File: src/rtl/coldec_pkg.sv
package coldec_pkg;

  typedef enum logic [2:0] {
    PH_IDLE = 3'd0,
    PH_RST  = 3'd1,
    PH_WAIT = 3'd2,
    PH_SIG  = 3'd3,
    PH_DONE = 3'd4
  } phase_t;

endpackage

File: src/rtl/coldec_ctrl.sv
module coldec_ctrl
  import coldec_pkg::*;
#(
  parameter int LEN_FAST = 128,
  parameter int LEN_SLOW = 256,
  localparam int CNT_W = $clog2(LEN_SLOW)
) (
  input  logic   clk,
  input  logic   rst,
  input  logic   mode,
  input  logic   reset_go,
  input  logic   signal_go,
  input  logic   bit_valid,
  output phase_t ph,
  output logic   mode_q,
  output logic   clr_all,
  output logic   clr_first,
  output logic   acc_en,
  output logic   neg,
  output logic   dump
);

  logic [CNT_W-1:0] cnt;
  logic [CNT_W-1:0] len_m1;
  logic             last;

  assign len_m1    = mode_q ? CNT_W'(LEN_SLOW - 1) : CNT_W'(LEN_FAST - 1);
  assign last      = (cnt == len_m1);
  assign clr_all   = (ph == PH_IDLE) && reset_go;
  assign clr_first = (ph == PH_WAIT) && signal_go;
  assign acc_en    = bit_valid && ((ph == PH_RST) || (ph == PH_SIG));
  assign neg       = (ph == PH_RST);
  assign dump      = (ph == PH_DONE);

  always_ff @(posedge clk) begin
    if (rst) begin
      ph     <= PH_IDLE;
      cnt    <= '0;
      mode_q <= 1'b0;
    end else begin
      case (ph)
        PH_IDLE: if (reset_go) begin
          ph     <= PH_RST;
          cnt    <= '0;
          mode_q <= mode;
        end
        PH_RST: if (bit_valid) begin
          if (last) begin
            ph  <= PH_WAIT;
            cnt <= '0;
          end else begin
            cnt <= cnt + CNT_W'(1);
          end
        end
        PH_WAIT: if (signal_go) ph <= PH_SIG;
        PH_SIG: if (bit_valid) begin
          if (last) begin
            ph  <= PH_DONE;
            cnt <= '0;
          end else begin
            cnt <= cnt + CNT_W'(1);
          end
        end
        PH_DONE: ph <= PH_IDLE;
        default: ph <= PH_IDLE;
      endcase
    end
  end

endmodule

File: src/rtl/coldec_integ.sv
module coldec_integ #(
  parameter int ACC1_W = 10,
  parameter int ACC2_W = 19
) (
  input  logic                     clk,
  input  logic                     rst,
  input  logic                     clr_all,
  input  logic                     clr_first,
  input  logic                     acc_en,
  input  logic                     neg,
  input  logic                     bit_in,
  output logic signed [ACC2_W-1:0] acc2
);

  localparam int EXT_W = ACC2_W - ACC1_W;

  logic signed [ACC1_W-1:0] acc1;
  logic signed [ACC1_W-1:0] step;
  logic signed [ACC1_W-1:0] acc1_n;
  logic                     pos;

  // +1 when the bit agrees with the window polarity, -1 otherwise
  assign pos    = bit_in ^ neg;
  assign step   = $signed({{(ACC1_W-1){~pos}}, 1'b1});
  assign acc1_n = acc1 + step;

  always_ff @(posedge clk) begin
    if (rst || clr_all) begin
      acc1 <= '0;
      acc2 <= '0;
    end else if (clr_first) begin
      acc1 <= '0;
    end else if (acc_en) begin
      acc1 <= acc1_n;
      acc2 <= acc2 + $signed({{EXT_W{acc1_n[ACC1_W-1]}}, acc1_n});
    end
  end

endmodule

File: src/rtl/coldec_scale.sv
module coldec_scale #(
  parameter int ACC2_W  = 19,
  parameter int OUT_W   = 14,
  parameter int SH_FAST = 2,
  parameter int SH_SLOW = 3
) (
  input  logic                     clk,
  input  logic                     rst,
  input  logic                     mode_q,
  input  logic                     dump,
  input  logic signed [ACC2_W-1:0] acc2,
  output logic        [OUT_W-1:0]  word,
  output logic                     word_valid
);

  localparam logic signed [ACC2_W-1:0] MAXV = ACC2_W'((1 << (OUT_W - 1)) - 1);
  localparam logic signed [ACC2_W-1:0] MINV = -MAXV - ACC2_W'(1);

  logic signed [ACC2_W-1:0] shifted;
  logic        [OUT_W-1:0]  clamped;

  always_comb begin
    shifted = mode_q ? (acc2 >>> SH_SLOW) : (acc2 >>> SH_FAST);
    if (shifted > MAXV)      clamped = MAXV[OUT_W-1:0];
    else if (shifted < MINV) clamped = MINV[OUT_W-1:0];
    else                     clamped = shifted[OUT_W-1:0];
  end

  always_ff @(posedge clk) begin
    if (rst) begin
      word       <= '0;
      word_valid <= 1'b0;
    end else begin
      word_valid <= dump;
      if (dump) word <= clamped;
    end
  end

endmodule

File: src/rtl/coldec_cds.sv
module coldec_cds
  import coldec_pkg::*;
#(
  parameter int LEN_FAST = 128,
  parameter int LEN_SLOW = 256,
  parameter int SH_FAST  = 2,
  parameter int SH_SLOW  = 3,
  parameter int OUT_W    = 14
) (
  input  logic             clk,
  input  logic             rst,
  input  logic             mode,
  input  logic             reset_go,
  input  logic             signal_go,
  input  logic             bit_in,
  input  logic             bit_valid,
  output logic [OUT_W-1:0] word,
  output logic             word_valid
);

  localparam int ACC1_W = $clog2(LEN_SLOW) + 2;
  localparam int ACC2_W = $clog2(LEN_SLOW * (LEN_SLOW + 1)) + 2;

  phase_t                   ph;
  logic                     mode_q;
  logic                     clr_all;
  logic                     clr_first;
  logic                     acc_en;
  logic                     neg;
  logic                     dump;
  logic signed [ACC2_W-1:0] acc2;

  coldec_ctrl #(.LEN_FAST(LEN_FAST), .LEN_SLOW(LEN_SLOW)) u_ctrl (
    .clk(clk), .rst(rst), .mode(mode), .reset_go(reset_go),
    .signal_go(signal_go), .bit_valid(bit_valid), .ph(ph), .mode_q(mode_q),
    .clr_all(clr_all), .clr_first(clr_first), .acc_en(acc_en), .neg(neg),
    .dump(dump)
  );

  coldec_integ #(.ACC1_W(ACC1_W), .ACC2_W(ACC2_W)) u_integ (
    .clk(clk), .rst(rst), .clr_all(clr_all), .clr_first(clr_first),
    .acc_en(acc_en), .neg(neg), .bit_in(bit_in), .acc2(acc2)
  );

  coldec_scale #(.ACC2_W(ACC2_W), .OUT_W(OUT_W), .SH_FAST(SH_FAST),
                 .SH_SLOW(SH_SLOW)) u_scale (
    .clk(clk), .rst(rst), .mode_q(mode_q), .dump(dump), .acc2(acc2),
    .word(word), .word_valid(word_valid)
  );

endmodule

File: config.mk
export PLATFORM = sky130hd
export DESIGN_NAME = coldec_cds
export DESIGN_NICKNAME = d
export VERILOG_FILES = /design/src/rtl/coldec_pkg.sv /design/src/rtl/coldec_ctrl.sv /design/src/rtl/coldec_integ.sv /design/src/rtl/coldec_scale.sv /design/src/rtl/coldec_cds.sv
export SDC_FILE = /design/constraint.sdc
export NUM_CORES = 1
export LEC_CHECK = 0
export ABC_AREA = 1
export BUFFER_PORTS_ARGS = -buffer_cell sky130_fd_sc_hd__buf_2
export CAP_MARGIN = 20
export CELL_PAD_IN_SITES_DETAIL_PLACEMENT = 1
export CELL_PAD_IN_SITES_GLOBAL_PLACEMENT = 1
export CORE_UTILIZATION = 30
export DETAILED_ROUTE_END_ITERATION = 10
export GPL_ROUTABILITY_DRIVEN = 1
export PLACE_DENSITY_LB_ADDON = 0.1
export SLEW_MARGIN = 0
export SYNTH_ARGS = -nofsm -noshare
export SYNTH_HDL_FRONTEND = slang
export SYNTH_SLANG_ARGS = --single-unit
File: constraint.sdc
create_clock -name clk -period 4.9 [get_ports clk]
set_input_delay 0.49 -clock clk [delete_from_list [all_inputs] [get_ports clk]]
set_output_delay 0.49 -clock clk [all_outputs]
set_load 0.05 [all_outputs]
Word-level counts from Yosys, hierarchy flattened

Cells that the tools add are included.

Flip-flop bits (word level): 56
Word-level logic and storage cells: 55
Output and inout port bits: 15
Memories kept: 0
Input bits: 7
Bits in writable memories: 0
Latch bits: 0
ROM bits: 0

Shifts and indexed selects: 0
Reductions and logical operators: 13
Magnitude comparators: 2
Div/mod/pow operators: 0
Muxes and demuxes: 15
Equal/unequal tests: 12
Add/subtract/negate cells: 3
Bitwise gates (word level): 3
$mul: 0

Operator list:

| kind                                                                           | number |
|---|---|
| 8-bit 2-to-1 mux                                                               | 4 |
| 14-bit 2-to-1 mux                                                              | 2 |
| 19-bit by 10-bit adder with 19-bit output                                      | 1 |
| 3-bit 2-to-1 mux                                                               | 6 |
| 17-bit by 14-bit > comparator with 1-bit output, second input constant         | 1 |
| 17-bit by 14-bit less-than comparator with 1-bit output, second input constant | 1 |
| 16-bit 2-to-1 mux                                                              | 1 |
| 8-bit case mux with 2 select lines                                             | 1 |
| 3-bit case mux with 4 select lines                                             | 1 |
| 10-bit by 2-bit adder with 10-bit output                                       | 1 |
| 2-bit != test, second input constant                                           | 5 |
| 8-bit by 1-bit adder with 8-bit output, second input constant                  | 1 |
| 8-bit == test                                                                  | 1 |
| 3-bit by 2-bit == test with 1-bit output, second input constant                | 2 |
| 6-bit AND reduction                                                            | 1 |
| 2-bit by 1-bit != test with 1-bit output, second input constant                | 2 |
| 2-bit AND reduction                                                            | 2 |
| 2-bit OR reduction                                                             | 2 |
| 3-bit by 1-bit == test with 1-bit output, second input constant                | 1 |
| 3-bit == test, second input constant                                           | 1 |
| 1-bit logical AND                                                              | 3 |
| 3-bit logical NOT                                                              | 1 |
| 3-bit AND reduction                                                            | 1 |
| 1-bit logical OR                                                               | 2 |
| other kinds (3)                                                                | 4 |

Depth between registers and ports, before layout

Depth after elaboration: 5
Mapped depth: 28
Depth with buffers taken out: 28

Modules after synthesis

A second synthesis with hierarchy kept.

Cells, all modules: 591
Area, all modules: 3975.1 um^2

By module, submodules not included:

| module       | cells each | area an instance (um^2) | times used | seq. area each (um^2) |
|---|---|---|---|---|
| coldec_integ | 369        | 2467.4                  | 1          | 580.6 |
| coldec_scale | 110        | 795.8                   | 1          | 300.3 |
| coldec_ctrl  | 112        | 711.9                   | 1          | 240.2 |

Worst setup path before layout

OpenSTA, ideal clock, no wires.

Path type: register to register
Start point: reg u_ctrl.ph[0]
End point: reg u_integ.acc2[16]
Setup time: 56 ps
Arrival time: 3319 ps
Stages on the path, launching flop included: 24
Data required time: 4844 ps
Path buffers: 0
Slack: 1525 ps
Clock period less this slack: 3375 ps
Path through: dfxtp_1 > nand3_2 > nand2_4 > nand2_8 > ha_1 > inv_1 > nor2_4 > nand2_1 > nor2_1 > nor2_2 > nand2_1 > nand2_1 > nand2_1 > ha_1 > a21oi_1 > inv_1 > a31oi_1 > nand2_1 > a21oi_1 > o21ai_0 > or2_0 > nand3_1 > nand2_1 > inv_1

Longest elaborated chain between the ends: 5
Elaborated cells between the ends (all ways): 15
Those cells by class: 2 x add/sub; 3 x eq/ne; 3 x bitwise; 7 x reduce/logical

Ends and longest elaborated chain:

| element                                   | line               | RTL |
|---|---|---|
| from (decl)                               | coldec_ctrl.sv:14  | `output phase_t ph,` |
| from (signal assigned)                    | coldec_ctrl.sv:37  | `ph <= PH_IDLE;` |
| from (signal assigned)                    | coldec_ctrl.sv:43  | `ph <= PH_RST;` |
| from (signal assigned)                    | coldec_ctrl.sv:49  | `ph <= PH_WAIT;` |
| 3-bit by 1-bit == test with 1-bit output  | coldec_ctrl.sv:32  | `assign neg = (ph == PH_RST);` |
| 1-bit XOR                                 | coldec_integ.sv:23 | `assign pos = bit_in ^ neg;` |
| 1-bit NOT                                 | coldec_integ.sv:24 | `assign step = $signed({{(ACC1_W-1){~pos}}, 1'b1});` |
| 10-bit by 2-bit adder with 10-bit output  | coldec_integ.sv:25 | `assign acc1_n = acc1 + step;` |
| named net u_integ.acc1_n[9]               | coldec_integ.sv:19 | `logic signed [ACC1_W-1:0] acc1_n;` |
| 19-bit by 10-bit adder with 19-bit output | coldec_integ.sv:35 | `acc2 <= acc2 + $signed({{EXT_W{acc1_n[ACC1_W-1]}}, acc1_n});` |
| to (signal assigned)                      | coldec_integ.sv:35 |  |
| to (decl)                                 | coldec_integ.sv:12 | `output logic signed [ACC2_W-1:0] acc2` |

The timed path passes the listed nets, and every way through them passes these cells.
A chain may end at the register's enable or synchronous reset.

Final worst setup path

Start point: reg u_ctrl.ph[1]
End point: reg u_integ.acc2[16]

Same word-level chain as after synthesis.

==> run summary <==
- run status: finished clean
- element type at the critical path start: register
- antenna violations before repair: 0
- Worst Hold Path EP: u_scale.word[13]$_SDFFE_PP0P_
- count of buffers inserted at the top-level ports: 21
- sequential-to-total area share from yosys stat: 29.8%
- synth warn: 0
- Worst Setup Slack, final: 0.764 ns
- most used flip-flop cell after synthesis: sky130_fd_sc_hd__dfxtp_1
- Post-Syn Area: 0.00376 sq mm
- horizontal die dimension: 114 um
- standard-cell row count: 40
- TritonCTS clock tree: yes
- Pwr Density: 406 mW/mm^2
- period utilization: 84.4%
- Root Buffer: sky130_fd_sc_hd__clkbuf_16
- number of primary I/O pins: 22
- total die area: 0.0130 sq mm
- vias per inst: 4.85
- H-tree levels: 2
- Post-CTS Resized: 0
- Post-Syn Area per Cell: 7.07 sq um
- Worst EP arrival: 4.40 ns
- Layout Utilization: 34.8%
- layout-stage area growth over the synthesis result: 12.0%
- Slew Limit Fails: 0
- clock period minus worst slack: 4.14 ns
- setup total negative slack: 0 ns
- gr usage total: 17.6%
- fraction of layout cells with a size suffix above 1: 11.6%
- setup repair after global routing missed its margin: false
- minimum setup slack among reg-to-reg paths: 0.76 ns
- count of different cell masters after synthesis: 43
- worst relative slew slack: 48.1%
- net count of the mapped netlist: 563
- number of cells on the worst reg-to-reg path: 24
- core area: 0.0121 sq mm
- final RePlAce weighted congestion: 0.793
- wire per inst: 14.9 um
- first-pass iteration count of the detailed router: 4
- grt total ovfl: 0
- Iter 0 DRT Violations: 138
- Tightest Pin Transition: 0.777 ns
- maximum fanout along the worst path: 11
- Routed WL: 10700 um
- vertical die dimension: 114 um
- Hold Buf Count CTS: 0
- post-place setup slack: 0.665 ns
- required time reported for the critical path endpoint: 5.16 ns
- Clock Skews: 0.00744 ns
- max capacitance violation total: 0
- drt drc: 0
- class of the worst hold path: in -> reg
- antenna diode instance count: 0
- Final Hold Viols: 0
- count of buffers added by post-CTS timing repair for setup: 0
- endpoint type of the worst setup path: register
- number of setup violations in the final report: 0
- Layout Nets: 582
- Antenna Violating Nets Remaining: 0
- sum of net half-perimeters after detailed placement: 8370 um
- number of buffers on the longest clock path: 2
- IR drop worst, VDD: 0.000154 V
- peak clock frequency supported by timing: 0.242 GHz
- Num Clock Sinks: 56
- Lkg Pwr: 1.98 nW
- terminus of the critical flop-to-flop path: u_integ.acc2[16]$_SDFFE_PP0P_
- Post-synth EDFFs: 0
- Worst R2R Start: u_ctrl.ph[1]$_SDFFE_PP0P_
- critical path class: reg -> reg
- vias in the first global route: 3408
- final-layout fill cell count: 1564
- largest net degree at the start of global routing: 39
- cell depth of the worst hold path: 2
- source of the worst hold timing path: rst
- count of mapped cells out of synthesis: 532
- count of vias placed by the detailed router: 3492
- CTS clk-pin slew, worst paths: 0.08 ns
- wire length of the first global-routing pass: 17600 um
- Post-synth ARST share: 0%
- count of state elements after synthesis: 56
- clock network latency to the later pin of the worst-skew pair: 0.31 ns
- initial cell density of the core: 31.1%
- number of buffers created by CTS: 5
[logic make-up (layout without fill, tap and decap cells)]
group	count (synthesis)	after routing	share of synthesized area (%)
compound gates	153	153	22.5
xor+xnor	24	24	5.59
fa+ha+maj	24	24	8.18
buf+inv	91	111	9.18
flops	56	56	29.8
simple gates	184	184	24.8
[metrics by stage]
step	hold slack (ns)	instance area, sq um	std cells	power [W]
finish	0.422	4210	720	0.00171
global route	0.423	4210	720	0.00186
CTS	0.416	4210	720	0.00174
detailed placement	0.460	4060	712	0.00134
global placement	0.453	4060	712	0.00133
floorplan	0.445	3760	532	0.00113
[sequential cells by signal (all words and copies together), names as in the netlist]
register / cells
u_ctrl.ph: 3
u_ctrl.cnt: 8
u_integ.acc2: 19
u_scale.word_valid: 1
u_integ.acc1: 10
u_scale.word: 14
u_ctrl.mode_q: 1
[report_power, final]
group	internal, W	leakage (nW)	switching (W)
Combinational	0.000269	1.46	0.000516
Clock	0.000204	0.0691	0.000188
Sequential	0.000492	0.455	0.0000404
Total	0.000965	1.98	0.000745
[worst max path at each step]
stage,from,end,slack (ns)
floorplan,u_ctrl.ph[0]$_SDFFE_PP0P_,u_integ.acc2[16]$_SDFFE_PP0P_,1.53
global placement,bit_in,u_integ.acc2[16]$_SDFFE_PP0P_,0.71
detailed placement,bit_in,u_integ.acc2[16]$_SDFFE_PP0P_,0.66
CTS,u_ctrl.ph[1]$_SDFFE_PP0P_,u_integ.acc2[16]$_SDFFE_PP0P_,0.72
global route,u_ctrl.ph[1]$_SDFFE_PP0P_,u_integ.acc2[16]$_SDFFE_PP0P_,0.29
finish,u_ctrl.ph[1]$_SDFFE_PP0P_,u_integ.acc2[16]$_SDFFE_PP0P_,0.76
[critical path: stages, from the launching register on]
cell                      delay, ns
sky130_fd_sc_hd__dfxtp_1       0.35
sky130_fd_sc_hd__inv_2         0.14
sky130_fd_sc_hd__nand3_2       0.13
sky130_fd_sc_hd__nand2_4       0.15
sky130_fd_sc_hd__nand2_8       0.11
sky130_fd_sc_hd__ha_1          0.34
sky130_fd_sc_hd__nand3_1       0.10
sky130_fd_sc_hd__nand2_1       0.07
sky130_fd_sc_hd__nand2_1       0.08
sky130_fd_sc_hd__nand2_1       0.07
sky130_fd_sc_hd__nor2_2        0.14
sky130_fd_sc_hd__nand2_1       0.09
sky130_fd_sc_hd__nand2_1       0.09
sky130_fd_sc_hd__nand2_1       0.34
sky130_fd_sc_hd__ha_1          0.51
sky130_fd_sc_hd__a21oi_1       0.15
sky130_fd_sc_hd__inv_1         0.05
sky130_fd_sc_hd__a31oi_1       0.20
sky130_fd_sc_hd__nand2_1       0.17
sky130_fd_sc_hd__a21oi_1       0.25
sky130_fd_sc_hd__o21ai_0       0.13
sky130_fd_sc_hd__or2_0         0.22
sky130_fd_sc_hd__nand3_1       0.10
sky130_fd_sc_hd__nand2_1       0.06
sky130_fd_sc_hd__inv_1         0.04
[layout make-up]
cell class                 instances  area (sq um)  area share, %
clock buffer                       6           139           3.30
sequential                        56          1120           26.6
inverter                          77           289           6.86
tap                              168           210           4.99
clock inverter                     2          15.0          0.356
multi-input combinational        385          2300           54.5
timing repair buffer              26           143           3.39
[cell usage after synthesis (all sizes together) (2+ instances only)]
library cell | number | share of area [%]
nand3 | 32 | 4.8
nand2 | 102 | 12
inv | 75 | 7.5
nor3 | 3 | 0.40
a31oi | 5 | 0.83
nand4 | 8 | 1.9
o21a | 2 | 0.40
o21ai | 55 | 7.3
or2 | 5 | 0.83
o21bai | 2 | 0.40
clkbuf | 10 | 1.0
o221ai | 2 | 0.47
dfxtp | 56 | 30
a21o | 3 | 0.60
o211ai | 15 | 3.0
buf | 4 | 0.50
ha | 23 | 7.6
o31ai | 2 | 0.40
nor2 | 27 | 3.3
nor4 | 2 | 0.33
nand3b | 4 | 0.90
clkinv | 2 | 0.20
xnor2 | 10 | 2.3
a21oi | 65 | 8.6
xor2 | 14 | 3.3
[per-layer routing]
| metal | wire, um | GRT usage [%] |
|---|---|---|
| met1 | 5770 | 25.6 |
| met2 | 4490 | 26.4 |
| met3 | 270 | 3.19 |
| met4 | 170 | 4.68 |
| met5 | 0 | 0 |
[cell usage in the layout, fill, tap and decap left out, types with 3 or more instances in the layout]
master,count
sky130_fd_sc_hd__inv_2,3
sky130_fd_sc_hd__or2_2,3
sky130_fd_sc_hd__a21o_1,3
sky130_fd_sc_hd__nand3_1,28
sky130_fd_sc_hd__xnor2_1,10
sky130_fd_sc_hd__dfxtp_1,56
sky130_fd_sc_hd__clkbuf_16,5
sky130_fd_sc_hd__o21ai_0,52
sky130_fd_sc_hd__o211ai_1,15
sky130_fd_sc_hd__nand3_2,4
sky130_fd_sc_hd__buf_2,21
sky130_fd_sc_hd__nor2_1,22
sky130_fd_sc_hd__nand3b_1,3
sky130_fd_sc_hd__nand2_4,6
sky130_fd_sc_hd__nand2_2,5
sky130_fd_sc_hd__nor2_2,3
sky130_fd_sc_hd__xor2_1,14
sky130_fd_sc_hd__nand4_1,6
sky130_fd_sc_hd__nand2_1,90
sky130_fd_sc_hd__buf_4,5
sky130_fd_sc_hd__a31oi_1,5
sky130_fd_sc_hd__o21ai_1,3
sky130_fd_sc_hd__a21oi_1,65
sky130_fd_sc_hd__inv_1,72
sky130_fd_sc_hd__nor3_1,3
sky130_fd_sc_hd__ha_1,23
Power figures use the tool's default switching activity.
